==> src/rtl/wdt_pkg.sv <==
package wdt_pkg;

    // Byte offsets of the programming registers
    localparam int OFF_LOAD  = 'h000;
    localparam int OFF_COUNT = 'h004;
    localparam int OFF_CTRL  = 'h008;
    localparam int OFF_CLR   = 'h00C;
    localparam int OFF_RAW   = 'h010;
    localparam int OFF_MASK  = 'h014;
    localparam int OFF_LOCK  = 'hC00;

    // Value that opens the lock
    localparam logic [31:0] UNLOCK_KEY = 32'h1ACC_E551;

    // One write strobe per writable register
    typedef struct packed {
        logic load;
        logic ctrl;
        logic clr;
        logic lock;
    } wr_strb_t;

endpackage

==> src/rtl/wdt_decode.sv <==
module wdt_decode
    import wdt_pkg::*;
#(
    parameter int DATA_W = 32,
    parameter int ADDR_W = 12
) (
    input  logic              psel,
    input  logic              penable,
    input  logic              pwrite,
    input  logic [ADDR_W-1:0] paddr,
    input  logic [DATA_W-1:0] load_i,
    input  logic [DATA_W-1:0] count_i,
    input  logic [1:0]        ctrl_i,
    input  logic              raw_i,
    input  logic              locked_i,
    output wr_strb_t          wr_o,
    output logic [DATA_W-1:0] rdata_o
);

    localparam int WORD_W = ADDR_W - 2;

    logic [WORD_W-1:0] word;
    logic              aligned;
    logic              wr_en;
    logic              hit_load, hit_count, hit_ctrl, hit_clr;
    logic              hit_raw, hit_mask, hit_lock, hit_any;

    assign word    = paddr[ADDR_W-1:2];
    assign aligned = (paddr[1:0] == 2'b00);
    assign wr_en   = psel && penable && pwrite;

    always_comb begin
        hit_load  = aligned && (word == WORD_W'(OFF_LOAD  >> 2));
        hit_count = aligned && (word == WORD_W'(OFF_COUNT >> 2));
        hit_ctrl  = aligned && (word == WORD_W'(OFF_CTRL  >> 2));
        hit_clr   = aligned && (word == WORD_W'(OFF_CLR   >> 2));
        hit_raw   = aligned && (word == WORD_W'(OFF_RAW   >> 2));
        hit_mask  = aligned && (word == WORD_W'(OFF_MASK  >> 2));
        hit_lock  = aligned && (word == WORD_W'(OFF_LOCK  >> 2));
        hit_any   = hit_load | hit_count | hit_ctrl | hit_clr |
                    hit_raw | hit_mask | hit_lock;

        wr_o.load = wr_en && hit_load;
        wr_o.ctrl = wr_en && hit_ctrl;
        wr_o.clr  = wr_en && hit_clr;
        wr_o.lock = wr_en && hit_lock;

        rdata_o = '0;
        if (hit_load)  rdata_o = load_i;
        if (hit_count) rdata_o = count_i;
        if (hit_ctrl)  rdata_o = DATA_W'(ctrl_i);
        if (hit_raw)   rdata_o = DATA_W'(raw_i);
        if (hit_mask)  rdata_o = DATA_W'(raw_i & ctrl_i[0]);
        if (hit_lock)  rdata_o = DATA_W'(locked_i);
    end

    // an unmapped or misaligned address never returns data
    always_comb begin
        if (!hit_any) a_r9_unmapped_zero: assert (rdata_o == '0);
    end

endmodule

==> src/rtl/wdt_cfg.sv <==
module wdt_cfg
    import wdt_pkg::*;
#(
    parameter int DATA_W = 32
) (
    input  logic              clk,
    input  logic              rst_n,
    input  wr_strb_t          wr_i,
    input  logic [DATA_W-1:0] wdata_i,
    output logic [DATA_W-1:0] load_o,
    output logic [1:0]        ctrl_o,
    output logic              locked_o,
    output logic              ld_ok_o,
    output logic              clr_ok_o
);

    typedef struct packed {
        logic [DATA_W-1:0] load;
        logic [1:0]        ctrl;
        logic              locked;
    } cfg_t;

    cfg_t cfg_d, cfg_q;

    always_comb begin
        cfg_d = cfg_q;
        if (wr_i.lock) cfg_d.locked = (wdata_i != DATA_W'(UNLOCK_KEY));
        if (!cfg_q.locked) begin
            if (wr_i.load) cfg_d.load = wdata_i;
            if (wr_i.ctrl) cfg_d.ctrl = wdata_i[1:0];
        end
    end

    always_ff @(posedge clk or negedge rst_n) begin
        if (!rst_n) cfg_q <= '{load: '1, ctrl: 2'b00, locked: 1'b0};
        else        cfg_q <= cfg_d;
    end

    assign load_o   = cfg_q.load;
    assign ctrl_o   = cfg_q.ctrl;
    assign locked_o = cfg_q.locked;
    assign ld_ok_o  = wr_i.load && !cfg_q.locked;
    assign clr_ok_o = wr_i.clr  && !cfg_q.locked;

    // a locked block keeps its load and control values
    a_r8_locked_hold: assert property (@(posedge clk) disable iff (!rst_n)
        cfg_q.locked && !wr_i.lock |=> $stable(cfg_q.load) && $stable(cfg_q.ctrl));

endmodule

==> src/rtl/wdt_core.sv <==
module wdt_core #(
    parameter int DATA_W = 32
) (
    input  logic              clk,
    input  logic              rst_n,
    input  logic              tick_i,
    input  logic              en_i,
    input  logic              rst_en_i,
    input  logic              ld_i,
    input  logic              clr_i,
    input  logic [DATA_W-1:0] wdata_i,
    input  logic [DATA_W-1:0] load_i,
    output logic [DATA_W-1:0] count_o,
    output logic              raw_o,
    output logic              rreq_o
);

    typedef struct packed {
        logic [DATA_W-1:0] count;
        logic              raw;
        logic              rreq;
    } core_t;

    core_t             st_d, st_q;
    logic [DATA_W-1:0] stepped;
    logic              step;
    logic              hit_zero;

    always_comb begin
        step     = tick_i && en_i;
        stepped  = (st_q.count == '0) ? load_i : st_q.count - 1'b1;
        hit_zero = step && (stepped == '0) && !ld_i && !clr_i;

        st_d      = st_q;
        st_d.rreq = 1'b0;

        if (ld_i)       st_d.count = wdata_i;
        else if (clr_i) st_d.count = load_i;
        else if (step)  st_d.count = stepped;

        if (clr_i)         st_d.raw = 1'b0;
        else if (hit_zero) st_d.raw = 1'b1;

        st_d.rreq = hit_zero && st_q.raw && rst_en_i;
    end

    always_ff @(posedge clk or negedge rst_n) begin
        if (!rst_n) st_q <= '{count: '1, raw: 1'b0, rreq: 1'b0};
        else        st_q <= st_d;
    end

    assign count_o = st_q.count;
    assign raw_o   = st_q.raw;
    assign rreq_o  = st_q.rreq;

    // no tick and no write leaves the counter where it is
    a_r2_hold: assert property (@(posedge clk) disable iff (!rst_n)
        !tick_i && !ld_i && !clr_i |=> $stable(st_q.count));

    // stepping from one lands on zero with the flag up
    a_r3_zero_flag: assert property (@(posedge clk) disable iff (!rst_n)
        tick_i && en_i && !ld_i && !clr_i && st_q.count == 1 |=> st_q.raw && st_q.count == '0);

    // stepping from zero reloads
    a_r4_reload: assert property (@(posedge clk) disable iff (!rst_n)
        tick_i && en_i && !ld_i && !clr_i && st_q.count == '0 |=> st_q.count == $past(load_i));

    // clear drops the flag and restarts the count
    a_r5_clear: assert property (@(posedge clk) disable iff (!rst_n)
        clr_i && !ld_i |=> !st_q.raw && st_q.count == $past(load_i));

    // a reset request only follows an expiry with the flag already set
    a_r7_needs_flag: assert property (@(posedge clk) disable iff (!rst_n)
        $rose(st_q.rreq) |-> $past(st_q.raw) && $past(rst_en_i));

endmodule

==> src/rtl/wdt_apb.sv <==
module wdt_apb
    import wdt_pkg::*;
#(
    parameter int DATA_W = 32,
    parameter int ADDR_W = 12
) (
    input  logic              clk,
    input  logic              rst_n,
    input  logic              psel,
    input  logic              penable,
    input  logic              pwrite,
    input  logic [ADDR_W-1:0] paddr,
    input  logic [DATA_W-1:0] pwdata,
    output logic [DATA_W-1:0] prdata,
    output logic              pready,
    output logic              pslverr,
    input  logic              tick,
    output logic              irq,
    output logic              rst_req
);

    wr_strb_t          wr;
    logic [DATA_W-1:0] load_v, count_v;
    logic [1:0]        ctrl_v;
    logic              locked_v, ld_ok, clr_ok, raw_v;

    wdt_decode #(.DATA_W(DATA_W), .ADDR_W(ADDR_W)) u_decode (
        .psel     (psel),
        .penable  (penable),
        .pwrite   (pwrite),
        .paddr    (paddr),
        .load_i   (load_v),
        .count_i  (count_v),
        .ctrl_i   (ctrl_v),
        .raw_i    (raw_v),
        .locked_i (locked_v),
        .wr_o     (wr),
        .rdata_o  (prdata)
    );

    wdt_cfg #(.DATA_W(DATA_W)) u_cfg (
        .clk      (clk),
        .rst_n    (rst_n),
        .wr_i     (wr),
        .wdata_i  (pwdata),
        .load_o   (load_v),
        .ctrl_o   (ctrl_v),
        .locked_o (locked_v),
        .ld_ok_o  (ld_ok),
        .clr_ok_o (clr_ok)
    );

    wdt_core #(.DATA_W(DATA_W)) u_core (
        .clk      (clk),
        .rst_n    (rst_n),
        .tick_i   (tick),
        .en_i     (ctrl_v[0]),
        .rst_en_i (ctrl_v[1]),
        .ld_i     (ld_ok),
        .clr_i    (clr_ok),
        .wdata_i  (pwdata),
        .load_i   (load_v),
        .count_o  (count_v),
        .raw_o    (raw_v),
        .rreq_o   (rst_req)
    );

    assign irq     = raw_v && ctrl_v[0];
    assign pready  = 1'b1;
    assign pslverr = 1'b0;

endmodule

==> config.mk <==
export PLATFORM = sky130hd
export DESIGN_NAME = wdt_apb
export DESIGN_NICKNAME = d
export VERILOG_FILES = /design/src/rtl/wdt_pkg.sv /design/src/rtl/wdt_decode.sv /design/src/rtl/wdt_cfg.sv /design/src/rtl/wdt_core.sv /design/src/rtl/wdt_apb.sv
export SDC_FILE = /design/constraint.sdc
export NUM_CORES = 1
export LEC_CHECK = 0
export ABC_AREA = 0
export CAP_MARGIN = 40
export CORE_MARGIN = 4
export CORE_UTILIZATION = 60
export DETAILED_ROUTE_END_ITERATION = 12
export DONT_BUFFER_PORTS = 1
export PLACE_DENSITY = 0.76
export SLEW_MARGIN = 0
export SYNTH_ARGS = -nofsm -noshare
export SYNTH_HDL_FRONTEND = slang
export SYNTH_SLANG_ARGS = --single-unit
==> constraint.sdc <==
create_clock -name clk -period 6.7 [get_ports clk]
set_input_delay 0 -clock clk [delete_from_list [all_inputs] [get_ports clk]]
set_output_delay 0 -clock clk [all_outputs]
set_load 0.01 [all_outputs]
==> out/summary.txt, run 1 <==
Area of the multi-input gates: 2870 um2
Pint: 0.643 mW
RR Endpoint: u_core.count_o[12]
Post-synthesis register bit count: 69
CTS buffer count: 9
Count leader, synth: nand2_1
Boundary Pins: 86
Register Area: 1810 um2
Ant diodes: 0
P per Cell Area: 160 nW/um2
Syn nets: 670
Highest ir drop seen on vdd: 0.116 mV
Async S/R FF share, synth: 1.00
Cell chain of the critical path: nor4_1, nand4b_1, or3_1, nand2_1, buf_8, mux2_2, nand2_1, a31oi_1
Vias per std cell: 6.41
Max-cap viol count: 0
Largest net degree at the start of global routing: 70
Cell taking the most area after synthesis: dfstp_2
Synthesized cell area: 4960 um2
Buffers added on ports: 0
Primary FF master, synth: dfstp_2
Switching Fraction: 0.264
Detailed Routing Iterations Pass 1: 5
Final nets: 672
RSZ-0062 raised after global routing: no
Vias in the first global route: 4596
Net Switching: 0.231 mW
Final Max Tran Viols: 0
Critical path's slowest cell: or3_1
Final WL: 14600 um
Routability cong.: 0.895
CTS tree: yes
Core Footprint: 7890 um2
Number of synthesized flops with an enable pin: 0
Critical Path AT: 4.06 ns
Dpl hpwl: 10000 um
CP most frequent cell: nand2_1
Worst path depth: 8
Worst setup path end: u_core.count_o[12]
Finished layout cell area: 5460 um2
Comb pwr share: 0.105
Final worst path period share: 0.568
Layout area overhead: 10.1%
Reg2Reg Depth: 8
Die X: 99.0 um
CP endpoint kind: register
Crit path from: u_core.count_o[9]
Fill cells: 652
Worst setup path class: reg2reg
Leak: 2.18 nW
Post-synth top area share: 0.339
Area post-placement: 4870 um2
Syn. warnings: 0
CTS clk-pin slew, worst paths: 0.08 ns
Dominant cells by area after synthesis: dfstp_2 34%, nand2_1 9.2%, mux2i_1 6.5%
Data required, critical path: 6.95 ns
DRC viols: 0
Routed len/inst: 20.1 um
Final Util: 0.693
Outcome: complete, no violations
Family with the most delay on the worst path: simple AND/OR/NAND/NOR gates
WP buf/inv: 1
Reg2Reg Setup Slack: 2.90 ns
Clk root buf: clkbuf_8
Sequential power share: 0.497
GR Util All Layers: 0.305
# setup viols final: 0
Final Skew: 0.0123 ns
Initial Util: 0.629
Worst-Skew Late Latency: 0.36 ns
Die area: 9790 um2
Longest Clk Path Bufs: 2
Initial antenna violation count: 0
First-pass GRT wire length: 24100 um
Syn_area_per_cell: 8.03 um2
Crit Reg-Reg Startpoint: u_core.count_o[9]
F_max: 263 MHz
Via count: 4660
Synth top cells by count: 122 x nand2_1, 83 x nor2_1, 64 x dfstp_2
Gr ovfl total: 0
Site Rows: 32
Syn Inst Count: 618
Final ANT Viol Nets: 0
Worst Tran Pin Value: 0.726 ns
Final min period: 3.80 ns
Setup TNS: 0 ns
Worst relative slew slack: 0.514
# clock sinks: 69
Clock power share: 0.398
Worst-path maximum fanout: 19
Distinct cells, synth: 58
Die Ht: 99.0 um
Worst stage delay on the critical path: 0.78 ns
Hold crit path type: in2reg
Sequential fraction of the synthesis area: 0.364
Layout cells sized above 1: 0.165
Worst setup SP type: register
Hold Fails Final Rpt: 0
Final hold slack: 0.00807 ns
Iter 0 DRT Violations: 357
# H-tree levels: 3
-- state kept, by name, summed over array words and instances (netlist names) --
name	flops
u_cfg.load_o	32
u_cfg.ctrl_o	2
u_cfg.locked_o	1
u_core.count_o	32
u_core.raw_o	1
u_core.rreq_o	1
-- cells by family after synthesis --
group	count (synthesis)	synth area share
buf+inv	58	0.0575
flops	69	0.364
mux	37	0.0759
fa+ha+maj	2	0.00504
other cells	2	0.00151
xor+xnor	23	0.0406
simple gates	315	0.306
compound gates	112	0.149
-- power groups by stage --
stage	clock (mW)	combinational, mW	sequential [mW]
floorplan	0	0.0620	0.435
global placement	0	0.0626	0.440
detailed placement	0	0.0632	0.440
CTS	0.353	0.0915	0.434
global route	0.371	0.101	0.435
finish	0.348	0.0918	0.434
-- worst min-delay path, cell delays in order --
cell	delay, ns
nor2_1	0.02
nand4_1	0.10
nor3_1	0.07
a21oi_1	0.13
-- what timing repair did --
action | CTS | global route
hold buffers | 38 | 0
setup buffers | 0 | 0
resized for setup | 0 | 0
hold endpoints to repair | 137 | 0
-- cells in the final DEF, fill, tap and decap left out, types with 3 or more instances in the layout --
cell	Yosys	routed
and2_1	3	3
nand4_1	12	12
nor4bb_1	5	5
dfstp_2	64	64
o21a_1	8	8
clkinvlp_4	0	3
nand3_1	13	13
nand2_1	122	122
mux2i_1	32	32
o31ai_1	3	3
a21oi_1	35	35
o31a_1	5	5
nor2_1	83	83
o211ai_1	13	13
clkbuf_8	0	9
o221ai_1	6	6
nor4_1	23	23
dlygate4sd3_1	0	37
mux2_2	5	5
nor3_1	16	16
o21ai_0	13	13
xnor2_1	16	16
a31oi_1	10	10
or2_2	3	3
and3_1	5	5
inv_1	8	8
dfrtp_1	5	5
or3_1	10	10
nand4b_1	5	5
or4_1	3	3
xor2_1	7	7
-- cell type report --
cell class,instances,share of cell area
timing repair buffer,41,0.0783
inverter,8,0.00550
multi-input combinational,491,0.526
sequential,69,0.331
tap,102,0.0234
clock buffer,9,0.0227
clock inverter,7,0.0137
-- how the worst min path moves through the flow --
stage | start | to | slack (ns) | cells past startpoint
floorplan | rst_n | u_cfg.ctrl_o[0] | -0.30 | 0
global placement | rst_n | u_cfg.locked_o | -0.29 | 0
detailed placement | rst_n | u_cfg.locked_o | -0.29 | 0
CTS | pwdata[29] | u_cfg.locked_o | 0.007 | 4
global route | pwdata[29] | u_cfg.locked_o | 0.03 | 4
finish | pwdata[29] | u_cfg.locked_o | 0.008 | 4
-- per-stage QoR --
stage / total power [mW] / cells / setup slack (ns)
detailed placement: 0.503 / 673 / 3.02
floorplan: 0.497 / 618 / 4.09
global placement: 0.503 / 672 / 2.93
global route: 0.907 / 727 / 2.61
CTS: 0.879 / 727 / 2.99
finish: 0.874 / 727 / 2.90
-- layer usage --
metal,share of wire,track usage,up-vias
met2,0.45,0.466,230
met1,0.44,0.441,2210
li1,-,-,2196
met4,0.021,0.0935,0
met5,0,0,-
met3,0.086,0.0566,24
Power figures use the tool's default switching activity.
==> inputs of run 2 (changes only) <==
- clock period: 6.7 -> 3.55 ns (I/O delays scaled with it)
==> out/summary.txt, run 2 (synthesis results as in run 1) <==
Hold crit path type: in2reg
Via count: 4829
Area post-placement: 4920 um2
Worst relative slew slack: 0.562
Crit Reg-Reg Startpoint: u_core.count_o[0]
Hold Startpoint: pwdata[30]
Post-CTS setup buffer count: 0
Highest ir drop seen on vdd: 0.230 mV
Die area: 9790 um2
Hold Buf Count CTS: 38
Post-CTS sizing: 0
Clk root buf: clkbuf_8
GR Util All Layers: 0.311
Ant diodes: 0
Final Skew: 0.0129 ns
Critical Path AT: 3.29 ns
Worst Tran Pin Value: 0.656 ns
Routed len/inst: 20.6 um
Initial antenna violation count: 0
F_max: 331 MHz
Initial Util: 0.629
Overall Power: 1.59 mW
Worst stage delay on the critical path: 0.42 ns
Finished layout cell area: 5500 um2
Family with the most delay on the worst path: compound AO/OA/AOI/OAI gates
Hold Fails Final Rpt: 0
Cell chain of the critical path: inv_1, ha_1, nand2_1, o31a_1, nor4_1, a21oi_1, a211oi_1, nand4_1, a21oi_1
CP endpoint kind: register
# clock sinks: 69
Final min period: 3.02 ns
Final nets: 679
Worst setup SP type: register
P per Cell Area: 290 nW/um2
Final WL: 15100 um
Commonest non-fill, non-tap cells in the layout: 122 x nand2_1, 83 x nor2_1, 64 x dfstp_2
# H-tree levels: 3
Boundary Pins: 86
Routability cong.: 0.974
Site Rows: 32
Layout area overhead: 10.8%
Final Max Tran Viols: 0
Final worst path period share: 0.851
CP most frequent cell: a21oi_1
First-pass GRT wire length: 24600 um
Iter 0 DRT Violations: 357
Max-cap viol count: 0
Most common library cell in the layout ignoring fill and taps: nand2_1
DRC viols: 0
RSZ-0062 raised after global routing: no
Outcome: complete, no violations
Largest net degree at the start of global routing: 70
Data required, critical path: 3.82 ns
CTS clk-pin slew, worst paths: 0.08 ns
Die X: 99.0 um
Buffers added on ports: 0
Gr ovfl total: 0
Vias per std cell: 6.58
# setup viols final: 0
Detailed Routing Iterations Pass 1: 6
Worst-Skew Late Latency: 0.35 ns
Setup TNS: 0 ns
Worst-path maximum fanout: 10
Crit path from: u_core.count_o[0]
Final ANT Viol Nets: 0
Die Ht: 99.0 um
Core Footprint: 7890 um2
CTS buffer count: 9
Dpl hpwl: 10400 um
Leak: 2.21 nW
Critical path's slowest cell: ha_1
WP buf/inv: 1
CTS tree: yes
Vias in the first global route: 4572
Layout cells sized above 1: 0.172
Longest Clk Path Bufs: 2
Worst setup path class: reg2reg
## run 2: cell count changes in the layout (fill, tap and decap cells not counted), moves of 2 or more
cell	change
clkbuf_8	+2
clkinv_2	+2
clkinvlp_4	-2
buf_4	+7
## run 2: final timing paths
path	endpoint	slack, ns	cells past startpoint
hold / removal	u_cfg.locked_o	0.007	4
min in group asynchronous	u_cfg.ctrl_o[0]	0.20	2
setup reg to reg	u_core.raw_o	0.53	9
hold reg to reg	u_cfg.load_o[7]	0.48	2
max in group asynchronous	u_cfg.load_o[11]	3.00	2
setup / recovery	u_core.raw_o	0.53	9
## run 2: cell type report
class / count / area [um2]
Inverter: 8 / 30.0
Tap cell: 102 / 128
Timing Repair Buffer: 48 / 485
Multi-Input combinational cell: 491 / 2870
Sequential cell: 69 / 1810
Fill cell: 655 / 2390
Clock inverter: 4 / 22.5
Clock buffer: 12 / 155
## run 2: power breakdown
group | total, mW | switching [mW] | internal [mW] | leakage (nW)
Clock | 0.590 | 0.301 | 0.289 | 0.0921
Sequential | 0.820 | 0.0161 | 0.804 | 0.725
Combinational | 0.183 | 0.0944 | 0.0891 | 1.40
## run 2: metal layers
metal / vias to the layer above / track usage / part of all wire
met5: - / 0 / 0
met1: 2329 / 0.458 / 0.43
li1: 2214 / - / -
met2: 260 / 0.471 / 0.45
met4: 0 / 0.0704 / 0.016
met3: 26 / 0.0623 / 0.10
## run 2: metrics by stage
stage,setup slack (ns),utilization,hold slack [ns],cells
floorplan,0.945,-,-0.296,618
global placement,0.640,0.624,-0.293,680
detailed placement,0.589,0.624,-0.292,680
CTS,0.563,0.697,0.00140,734
global route,0.210,0.697,0.00373,734
finish,0.530,0.697,0.00725,734
## run 2: tightest hold or removal path, cell delays in order
cell and delay (ns):
nor2_1 0.02, nand4_1 0.10, nor3_1 0.06, a21oi_1 0.13
